[config.mk]
export PLATFORM = sky130hd
export DESIGN_NAME = sysmm_array
export DESIGN_NICKNAME = d
export VERILOG_FILES = /design/src/rtl/sysmm_pkg.sv /design/src/rtl/sysmm_dadda.sv /design/src/rtl/sysmm_pe.sv /design/src/rtl/sysmm_ctrl.sv /design/src/rtl/sysmm_feeder.sv /design/src/rtl/sysmm_array.sv
export SDC_FILE = /design/constraint.sdc
export NUM_CORES = 1
export LEC_CHECK = 0
export BUFFER_PORTS_ARGS = -buffer_cell sky130_fd_sc_hd__buf_2
export CAP_MARGIN = 20
export CELL_PAD_IN_SITES_DETAIL_PLACEMENT = 1
export CELL_PAD_IN_SITES_GLOBAL_PLACEMENT = 1
export CORE_MARGIN = 2
export CORE_UTILIZATION = 33
export DETAILED_ROUTE_END_ITERATION = 6
export PLACE_DENSITY = 0.66
export SLEW_MARGIN = 0
export SYNTH_ARGS = -nofsm -noshare
export SYNTH_HDL_FRONTEND = slang
export SYNTH_SLANG_ARGS = --single-unit
[constraint.sdc]
create_clock -name clk -period 3.85 [get_ports clk]
set_input_delay 0.9625 -clock clk [delete_from_list [all_inputs] [get_ports clk]]
set_output_delay 0.9625 -clock clk [all_outputs]
set_load 0.01 [all_outputs]
[src/rtl/sysmm_pkg.sv]
package sysmm_pkg;

    parameter int DIM_DEF    = 3;
    parameter int ELEM_W_DEF = 4;

    typedef enum logic [1:0] {
        SM_IDLE = 2'd0,
        SM_RUN  = 2'd1,
        SM_DONE = 2'd2
    } sm_state_e;

    typedef logic [7:0] step_t;

    typedef struct packed {
        logic  clear;
        logic  busy;
        logic  done;
        step_t step;
    } ctrl_s;

    // accumulator width: product width plus growth for DIM terms
    function automatic int acc_width(input int w, input int n);
        return 2 * w + $clog2(n);
    endfunction

    // number of cycles the grid needs so the last pair meets in the far corner
    function automatic int run_cycles(input int n);
        return 3 * n - 2;
    endfunction

endpackage

[src/rtl/sysmm_dadda.sv]
module sysmm_dadda #(
    parameter int W = 4
) (
    input  logic [W-1:0]   x,
    input  logic [W-1:0]   y,
    output logic [2*W-1:0] p
);
    localparam int PW   = 2 * W;
    localparam int HMAX = W + 1;
    localparam int NT   = 10;

    function automatic logic [PW-1:0] reduce_mul(input logic [W-1:0] xa, input logic [W-1:0] ya);
        logic [HMAX-1:0] col [PW];
        logic [HMAX-1:0] nc  [PW];
        int              ht  [PW];
        int              nh  [PW];
        int              tgt [NT];
        logic [HMAX-1:0] win;
        logic [PW-1:0]   row0;
        logic [PW-1:0]   row1;
        logic            so;
        logic            co;
        int              idx;
        int              rem;
        for (int c = 0; c < PW; c++) begin
            col[c] = '0;
            ht[c]  = 0;
        end
        // partial product dots
        for (int i = 0; i < W; i++) begin
            for (int j = 0; j < W; j++) begin
                col[i+j] = col[i+j] | (HMAX'(xa[i] & ya[j]) << ht[i+j]);
                ht[i+j]  = ht[i+j] + 1;
            end
        end
        // target height sequence 2,3,4,6,9,...
        tgt[0] = 2;
        for (int t = 1; t < NT; t++) tgt[t] = (tgt[t-1] * 3) / 2;
        for (int s = NT - 1; s >= 0; s--) begin
            if (tgt[s] < W) begin
                for (int c = 0; c < PW; c++) begin
                    nc[c] = '0;
                    nh[c] = 0;
                end
                for (int c = 0; c < PW; c++) begin
                    idx = 0;
                    for (int k = 0; k < HMAX; k++) begin
                        rem = ht[c] - idx;
                        if ((rem + nh[c] > tgt[s]) && (rem >= 2)) begin
                            win = col[c] >> idx;
                            if ((rem + nh[c] - tgt[s] >= 2) && (rem >= 3)) begin
                                {co, so} = {1'b0, win[0]} + {1'b0, win[1]} + {1'b0, win[2]};
                                idx = idx + 3;
                            end else begin
                                {co, so} = {1'b0, win[0]} + {1'b0, win[1]};
                                idx = idx + 2;
                            end
                            nc[c] = nc[c] | (HMAX'(so) << nh[c]);
                            nh[c] = nh[c] + 1;
                            if (c + 1 < PW) begin
                                nc[c+1] = nc[c+1] | (HMAX'(co) << nh[c+1]);
                                nh[c+1] = nh[c+1] + 1;
                            end
                        end
                    end
                    win = col[c] >> idx;
                    for (int k = 0; k < HMAX; k++) begin
                        if (k < ht[c] - idx) begin
                            nc[c] = nc[c] | (HMAX'(win[0]) << nh[c]);
                            nh[c] = nh[c] + 1;
                        end
                        win = win >> 1;
                    end
                end
                for (int c = 0; c < PW; c++) begin
                    col[c] = nc[c];
                    ht[c]  = nh[c];
                end
            end
        end
        for (int c = 0; c < PW; c++) begin
            row0[c] = col[c][0];
            row1[c] = col[c][1];
        end
        return row0 + row1;
    endfunction

    always_comb p = reduce_mul(x, y);

endmodule

[src/rtl/sysmm_pe.sv]
module sysmm_pe #(
    parameter int W  = 4,
    parameter int AW = 10
) (
    input  logic          clk,
    input  logic          rst,
    input  logic          clr,
    input  logic          en,
    input  logic [W-1:0]  a_in,
    input  logic [W-1:0]  b_in,
    output logic [AW-1:0] acc
);
    localparam int PW = 2 * W;

    logic [PW-1:0] prod;

    sysmm_dadda #(.W(W)) u_mul (
        .x (a_in),
        .y (b_in),
        .p (prod)
    );

    always_ff @(posedge clk) begin
        if (rst || clr) begin
            acc <= '0;
        end else if (en) begin
            acc <= acc + {{(AW-PW){1'b0}}, prod};
        end
    end

endmodule

[src/rtl/sysmm_ctrl.sv]
module sysmm_ctrl
    import sysmm_pkg::*;
#(
    parameter int N = 3
) (
    input  logic  clk,
    input  logic  rst,
    input  logic  start,
    output ctrl_s ctl
);
    localparam int LAST = run_cycles(N) - 1;

    sm_state_e st;
    step_t     step_q;

    always_ff @(posedge clk) begin
        if (rst) begin
            st     <= SM_IDLE;
            step_q <= '0;
        end else begin
            case (st)
                SM_RUN: begin
                    if (step_q == step_t'(LAST)) begin
                        st     <= SM_DONE;
                        step_q <= '0;
                    end else begin
                        step_q <= step_q + step_t'(1);
                    end
                end
                default: begin
                    if (start) begin
                        st     <= SM_RUN;
                        step_q <= '0;
                    end
                end
            endcase
        end
    end

    always_comb begin
        ctl.busy  = (st == SM_RUN);
        ctl.done  = (st == SM_DONE);
        ctl.clear = start && (st != SM_RUN);
        ctl.step  = step_q;
    end

endmodule

[src/rtl/sysmm_feeder.sv]
module sysmm_feeder
    import sysmm_pkg::*;
#(
    parameter int N = 3,
    parameter int W = 4
) (
    input  logic                  clk,
    input  logic                  rst,
    input  logic                  load,
    input  logic                  run,
    input  step_t                 step,
    input  logic [N*N*W-1:0]      a_flat,
    input  logic [N*N*W-1:0]      b_flat,
    output logic [N-1:0][W-1:0]   a_edge,
    output logic [N-1:0][W-1:0]   b_edge
);
    // a_q[row][k]; bt_q[col][k] holds the right matrix transposed
    logic [N-1:0][N-1:0][W-1:0] a_q;
    logic [N-1:0][N-1:0][W-1:0] bt_q;
    logic [N-1:0][N-1:0][W-1:0] b_in;

    assign b_in = b_flat;

    always_ff @(posedge clk) begin
        if (rst) begin
            a_q  <= '0;
            bt_q <= '0;
        end else if (load) begin
            a_q <= a_flat;
            for (int j = 0; j < N; j++) begin
                for (int k = 0; k < N; k++) begin
                    bt_q[j][k] <= b_in[k][j];
                end
            end
        end
    end

    // lane l carries element k on step l+k, zero bubbles otherwise
    always_comb begin
        a_edge = '0;
        b_edge = '0;
        for (int l = 0; l < N; l++) begin
            for (int k = 0; k < N; k++) begin
                if (run && (int'(step) == l + k)) begin
                    a_edge[l] = a_q[l][k];
                    b_edge[l] = bt_q[l][k];
                end
            end
        end
    end

endmodule

[src/rtl/sysmm_array.sv]
module sysmm_array
    import sysmm_pkg::*;
#(
    parameter  int N  = DIM_DEF,
    parameter  int W  = ELEM_W_DEF,
    localparam int AW = acc_width(W, N)
) (
    input  logic                clk,
    input  logic                rst,
    input  logic                start,
    input  logic [N*N*W-1:0]    a_flat,
    input  logic [N*N*W-1:0]    b_flat,
    output logic                busy,
    output logic                done,
    output logic [N*N*AW-1:0]   c_flat
);
    ctrl_s              ctl;
    logic [N-1:0][W-1:0] a_edge;
    logic [N-1:0][W-1:0] b_edge;

    // operand seen by cell (i,j)
    logic [W-1:0]  a_op [N][N];
    logic [W-1:0]  b_op [N][N];
    logic [AW-1:0] acc  [N][N];

    sysmm_ctrl #(.N(N)) u_ctrl (
        .clk   (clk),
        .rst   (rst),
        .start (start),
        .ctl   (ctl)
    );

    sysmm_feeder #(.N(N), .W(W)) u_feed (
        .clk    (clk),
        .rst    (rst),
        .load   (ctl.clear),
        .run    (ctl.busy),
        .step   (ctl.step),
        .a_flat (a_flat),
        .b_flat (b_flat),
        .a_edge (a_edge),
        .b_edge (b_edge)
    );

    for (genvar i = 0; i < N; i++) begin : g_row
        for (genvar j = 0; j < N; j++) begin : g_col
            if (j == 0) begin : g_a_edge
                assign a_op[i][j] = a_edge[i];
            end else begin : g_a_link
                always_ff @(posedge clk) begin
                    if (rst || ctl.clear) a_op[i][j] <= '0;
                    else                  a_op[i][j] <= a_op[i][j-1];
                end
            end
            if (i == 0) begin : g_b_edge
                assign b_op[i][j] = b_edge[j];
            end else begin : g_b_link
                always_ff @(posedge clk) begin
                    if (rst || ctl.clear) b_op[i][j] <= '0;
                    else                  b_op[i][j] <= b_op[i-1][j];
                end
            end

            sysmm_pe #(.W(W), .AW(AW)) u_pe (
                .clk  (clk),
                .rst  (rst),
                .clr  (ctl.clear),
                .en   (ctl.busy),
                .a_in (a_op[i][j]),
                .b_in (b_op[i][j]),
                .acc  (acc[i][j])
            );

            assign c_flat[(i*N+j)*AW +: AW] = acc[i][j];
        end
    end

    assign busy = ctl.busy;
    assign done = ctl.done;

endmodule


After elaboration in Yosys (flattened, before gate mapping) --
Cells that the tools add are included.
Word-level totals: register bits 220, word-level logic and storage cells 544, input port bits 75
Operators by class: bitwise operators 360, eq/ne operators 9, multiplexer cells 24, add/subtract/negate cells 100, reduce and logical (&&, ||, !) cells 10
Operator list (count):
- bitwise OR 1 x 2 -> 2 bit | 144
- bitwise OR 2 x 3 -> 3 bit | 54
- bitwise AND 1 bit | 144
- adder 1 x 1 -> 2 bit | 54
- adder 10 x 8 -> 10 bit | 9
- adder 7 x 7 -> 8 bit | 9
- 2-to-1 mux 4 bit | 18
- adder 2 x 1 -> 2 bit | 27
- bitwise OR 3 x 4 -> 4 bit | 9
- bitwise OR 3 bit | 9
- equality test 8 x 3 -> 1 bit (second input constant) | 3
- 2-to-1 mux 8 bit | 3
- adder 8 x 1 -> 8 bit (second input constant) | 1
- equality test 8 x 2 -> 1 bit (second input constant) | 1
- equality test 8 x 4 -> 1 bit (second input constant) | 1
- logical NOT 8 bit | 1
- logical AND 1 bit | 6
- 2-to-1 mux 2 bit | 3
- equality test 2 x 1 -> 1 bit (second input constant) | 1
- equality test 2 bit (second input constant) | 1
- != test 2 x 1 -> 1 bit (second input constant) | 1
- != test 2 bit (second input constant) | 1
- AND reduction 2 bit | 1
- nonzero test 2 bit | 1
- logical OR 1 bit | 1

Depth between registers and ports, before layout --
word-level depth 17, mapped depth 19

By module --
Synthesis repeated with hierarchy kept, for this count alone.
Unflattened totals: cells, all modules 1815, area total of the unflattened synthesis 16113.0 sq um
By module, submodules not included:
- sysmm_pe (g_row[0].g_col[0].u_pe ...) | area each 739.5 sq um, instances 8, cells an instance 86
- sysmm_dadda (g_row[0].g_col[0].u_pe.u_mul ...) | area each 460.4 sq um, instances 8, cells an instance 60
- sysmm_feeder | area each 3259.4 sq um, instances 1, cells an instance 332
- sysmm_array | area each 1496.4 sq um, instances 1, cells an instance 106
- sysmm_pe (g_row[1].g_col[2].u_pe) | area each 743.2 sq um, instances 1, cells an instance 86
- sysmm_ctrl | area each 553.0 sq um, instances 1, cells an instance 63
- sysmm_dadda (g_row[2].g_col[2].u_pe.u_mul) | area each 461.7 sq um, instances 1, cells an instance 60

Least setup slack after synthesis --
Ideal clock, no wire load.
path type register to register, start reg u_ctrl.step_q[3], end reg g_row[1].g_col[0].u_pe.acc[7], cell stages (with the launch flop) 18, path slack -0.414 ns, arrival 4.147 ns, path buffers 1, required time 3.733 ns, path through dfxtp_1 > or4_4 > nor3_4 > nand2_2 > buf_2 > nor2_1 > and2_1 > ha_1 > fa_1 > inv_1 > fa_1 > inv_1 > ha_1 > a211oi_1 > nor2_1 > o21ai_0 > mux2i_1 > nand2_1
Between the ends: longest elaborated chain between the ends 17
Ends and longest elaborated chain:
- start, declared | RTL line sysmm_ctrl.sv:14 | step_t step_q;
- start signal, assigned | RTL line sysmm_ctrl.sv:27 | step_q <= step_q + step_t'(1);
- equality test 8 x 2 -> 1 bit | RTL line sysmm_feeder.sv:44 | if (run && (int'(step) == l + k)) begin
- logical AND 1 bit | RTL line sysmm_feeder.sv:44
- 2-to-1 mux 4 bit (2 in series) | RTL line sysmm_feeder.sv:44
- 2-to-1 mux 4 bit * | RTL line sysmm_feeder.sv:44
- bitwise AND 1 bit | RTL line sysmm_dadda.sv:32 | col[i+j] = col[i+j] | (HMAX'(xa[i] & ya[j]) << ht[i+j]);
- bitwise OR 1 x 2 -> 2 bit | RTL line sysmm_dadda.sv:32
- bitwise OR 2 x 3 -> 3 bit | RTL line sysmm_dadda.sv:32
- bitwise OR 3 x 4 -> 4 bit | RTL line sysmm_dadda.sv:32
- adder 1 x 1 -> 2 bit | RTL line sysmm_dadda.sv:55 | {co, so} = {1'b0, win[0]} + {1'b0, win[1]};
- bitwise OR 1 x 2 -> 2 bit, on equally long branches | RTL line sysmm_dadda.sv:69, sysmm_dadda.sv:58
- bitwise OR 2 x 3 -> 3 bit or bitwise OR 3 bit (tied branches) | RTL line sysmm_dadda.sv:69 | nc[c] = nc[c] | (HMAX'(win[0]) << nh[c]);
- adder 1 x 1 -> 2 bit | RTL line sysmm_dadda.sv:52 | {co, so} = {1'b0, win[0]} + {1'b0, win[1]} + {1'b0, win[2]};
- adder 2 x 1 -> 2 bit | RTL line sysmm_dadda.sv:52
- bitwise OR 1 x 2 -> 2 bit | RTL line sysmm_dadda.sv:58 | nc[c] = nc[c] | (HMAX'(so) << nh[c]);
- adder 7 x 7 -> 8 bit * | RTL line sysmm_dadda.sv:85 | return row0 + row1;
- adder 10 x 8 -> 10 bit * | RTL line sysmm_pe.sv:27 | acc <= acc + {{(AW-PW){1'b0}}, prod};
- end signal, assigned | RTL line sysmm_pe.sv:27
- end, declared | RTL line sysmm_pe.sv:11 | output logic [AW-1:0] acc
Mark *: on every way between the ends. The rest lies on a longest branch, timed or not. A chain may end at the register's enable or synchronous reset.

Worst setup path in the final report --
start reg u_ctrl.step_q[4], end reg g_row[0].g_col[1].u_pe.acc[9]
Between the ends: longest elaborated chain between the ends 17
Ends and longest elaborated chain (RTL line):
- equality test 8 x 2 -> 1 bit | sysmm_feeder.sv:44
- logical AND 1 bit | sysmm_feeder.sv:44
- 2-to-1 mux 4 bit (2 in series) | sysmm_feeder.sv:44
- 2-to-1 mux 4 bit * | sysmm_feeder.sv:44
- bitwise AND 1 bit | sysmm_dadda.sv:32
- bitwise OR 1 x 2 -> 2 bit | sysmm_dadda.sv:32
- bitwise OR 2 x 3 -> 3 bit | sysmm_dadda.sv:32
- bitwise OR 3 x 4 -> 4 bit | sysmm_dadda.sv:32
- adder 1 x 1 -> 2 bit | sysmm_dadda.sv:55
- bitwise OR 1 x 2 -> 2 bit, on equally long branches | sysmm_dadda.sv:69, sysmm_dadda.sv:58
- bitwise OR 2 x 3 -> 3 bit or bitwise OR 3 bit (tied branches) | sysmm_dadda.sv:69
- adder 1 x 1 -> 2 bit | sysmm_dadda.sv:52
- adder 2 x 1 -> 2 bit | sysmm_dadda.sv:52
- bitwise OR 1 x 2 -> 2 bit | sysmm_dadda.sv:58
- adder 7 x 7 -> 8 bit * | sysmm_dadda.sv:85
- adder 10 x 8 -> 10 bit * | sysmm_pe.sv:27
- end signal, assigned | sysmm_pe.sv:27
- end, declared | sysmm_pe.sv:11
Marked as above.

==> results.cfg <==
[synthesis]
syn-mean-instance-area_um2 = 8.08
postSynthRegisterBits = 220
yosysTopAreaCellShare_pct = 30.5
netlist_top_cells_count = nand2_1 (300), dfxtp_1 (220), inv_1 (216)
synth-edff-count = 0
syn-cell-area_um2 = 14400
yosysWarnings = 0
syn_inst = 1787
synth_largest_area_cell = dfxtp_1
ys_types = 51
synth_fp_nets = 2055
ys_seq_area_share_pct = 30.5
async_reset_ff_share_pct = 0
synth.top_cells.by_area = dfxtp_1 (30%), fa_1 (12%), ha_1 (8.9%)
synth-main-ff-cell = dfxtp_1
synth.most_common_cell = nand2_1

[drt]
routed_via_density = 4.95
wl_met1_mm = 21.8
drc = 0
wl_per_cell_um = 17.8
met3_length_mm = 1.85
num_vias = 13400
wl_met2_mm = 23.2
wl_mm = 48.2
ant_nets = 0
routed.top_layer = met5
drt-initial-drc-count = 421
dr.pass1.iters = 4

[critical_path]
crit_path_end_kind = register
reg2reg_slack_ps = -370
r2r_start = u_ctrl.step_q[4]
path_cells = or4_4 -> nor3_4 -> buf_6 -> nand2_8 -> buf_12 -> nor2_4 -> and2_4 -> ha_4 -> inv_2 -> fa_1 -> fa_1 -> inv_2 -> ha_4 -> a211oi_4 -> o21ai_2 -> o211ai_1 -> xor2_1 -> nor2_1
reg2reg_depth = 18
crit_required_ps = 4290
path_max_fanout = 5
critical_path_class = register to register
max_stage_delay_ps = 570
cp_slowest_cell = or4_4
arrival_ps = 4660
reg2reg_to = g_row[0].g_col[1].u_pe.acc[9]
startpoint_type = register

[clock_network]
worstSkewPairLatency_ps = 560
cts_buffer_depth = 3
cts.clk_slew.worst_paths_ps = 60
cts_tree = yes
htreeDepth = 1
root_buffer = clkbuf_16
cts_made_buffers = 28
cts.sinks = 220

[sta]
rsz0062_at_grt = yes
tightest_slew_ps = 1040
fin_crit_sh_pct = 110
final.setup.worst_slack_ps = -370
setup_tns_ps = -7300
skew_ps = 10.5
relSlewSlack_pct = 30.1
fin_crit_ps = 4220
worst_hold_slack_ps = 456
hold_violations = 0
setup_viol = 33
max_freq_mhz = 237
drv_slew = 0

[hold_path]
hold_end = u_feed.a_q[19]
hp-start = u_feed.a_q[19]
min_path_cells = 2
hold_class = register to register

[final_layout]
layout.area.seq_um2 = 4410
multiInputGateArea_um2 = 10000
fin_cells = 2708
syn2layout_area_growth_pct = 35.2
fill_cells = 5157
drive_gt1_share_pct = 27.6
antennaDiodeCount = 0
nets = 2373

[floorplanning]
die_h_um = 213
die-area_um2 = 45500
rows = 76
coreArea_um2 = 43200
dieWidth_um = 213
initial_utilization_pct = 33.5
io_pins = 167

[global_route]
grt_pass1_wl_mm = 77.0
overflow = 0
antenna_found_initial = 6
grt_pass1_vias = 14300
grt_usage_pct = 21.4
grt_max_degree = 73

[job]
cap_viol_max_count = 0

[power]
cellLeakagePower_nw = 8.72
ir_drop_uv = 294
p_per_area_nw_per_um2 = 294

[placed_design]
place_ws_ps = -569
numPortBuffers = 166
dpl.hpwl_mm = 35.5
place_inst = 2617
gp_congestion = 0.900

[outcome]
violations = negative setup slack
status = finished with violations
[cells by family (layout without fill, tap and decap cells)]
group	after synthesis	count (layout)	synth area share, %
simple gates	655	655	21.5
flops	220	220	30.5
compound gates	382	382	16.2
fa+ha+maj	193	193	21.4
mux	11	11	0.762
xor+xnor	32	32	1.94
buf+inv	294	630	7.67
[registers in the layout (all words and copies together), names as in the netlist]
signal                flops
u_ctrl.step_q             8
g_row.g_col.u_pe.acc     90
a_op                     24
b_op                     24
u_feed.a_q               36
u_ctrl.st                 2
u_feed.bt_q              36
[timing repair]
item / in CTS / in global routing
hold buffers: 0 / 0
cloned: 1 / 0
pin swaps: 80 / 57
resized for setup: 169 / 64
buffers inserted: 29 / 15
setup endpoints to repair: 35 / 35
[worst max path at each step]
stage,slack [ps],from,depth (start not counted),endpoint
3_3_place_gp,-530,u_ctrl.step_q[0],18,g_row[2].g_col[0].u_pe.acc[7]
4_1_cts,-260,u_ctrl.step_q[5],17,g_row[2].g_col[0].u_pe.acc[8]
6_report,-370,u_ctrl.step_q[4],18,g_row[0].g_col[1].u_pe.acc[9]
2_1_floorplan,-240,u_ctrl.step_q[6],15,g_row[0].g_col[0].u_pe.acc[9]
5_1_grt,-510,u_ctrl.step_q[4],18,g_row[0].g_col[1].u_pe.acc[9]
3_5_place_dp,-570,u_ctrl.step_q[0],18,g_row[2].g_col[0].u_pe.acc[7]
[critical path, delay by kind of cell, from the launching register on]
family,cells,cell delay (ps)
fa+ha+maj,4,1380
simple gates,6,1180
compound gates,3,610
buf+inv,4,410
flops,1,340
xor+xnor,1,170
[through the flow]
| stage | cell area, um^2 | power, mW | util, % |
|---|---|---|---|
| after floorplan | 14600 | 2.66 | - |
| after global placement | 17200 | 2.87 | 39.8 |
| after detailed placement | 17200 | 2.88 | 39.8 |
| after CTS | 19100 | 5.80 | 44.2 |
| after global routing | 19500 | 5.94 | 45.2 |
| final | 19500 | 5.73 | 45.2 |
[cells in the final DEF, fill, tap and decap left out, types with 20 or more instances in the layout]
cell type / instances
a21oi_1: 150
clkbuf_16: 29
buf_2: 165
ha_1: 73
buf_4: 167
dfxtp_1: 215
fa_1: 85
a211oi_1: 31
xor2_1: 27
o21ai_0: 31
nand3_1: 23
nor2_1: 90
buf_6: 23
inv_1: 199
and2_1: 76
nand2_1: 298
nor4b_1: 20
nor3_1: 34
ha_4: 22
[routing by layer]
layer	global-route usage (%)	vias to the layer above
met5	0	-
met4	5.44	2
met3	3.07	82
met2	37.3	245
met1	27.6	6532
li1	-	6543
[where the power goes]
part	leakage, nW	total, mW	switching, mW	internal [mW]
registers	1.79	2.38	0.0476	2.33
clock network	0.490	2.86	1.08	1.79
logic	6.44	0.492	0.310	0.182
total	8.72	5.73	1.43	4.30
[final cells by class]
type,instances,share of cell area (%)
tap,585,3.75
clock buffer,36,4.11
timing repair buffer,366,13.1
clock inverter,12,0.962
sequential,220,22.6
inverter,216,4.15
multi-input combinational,1273,51.3
Power figures use the tool's default switching activity.
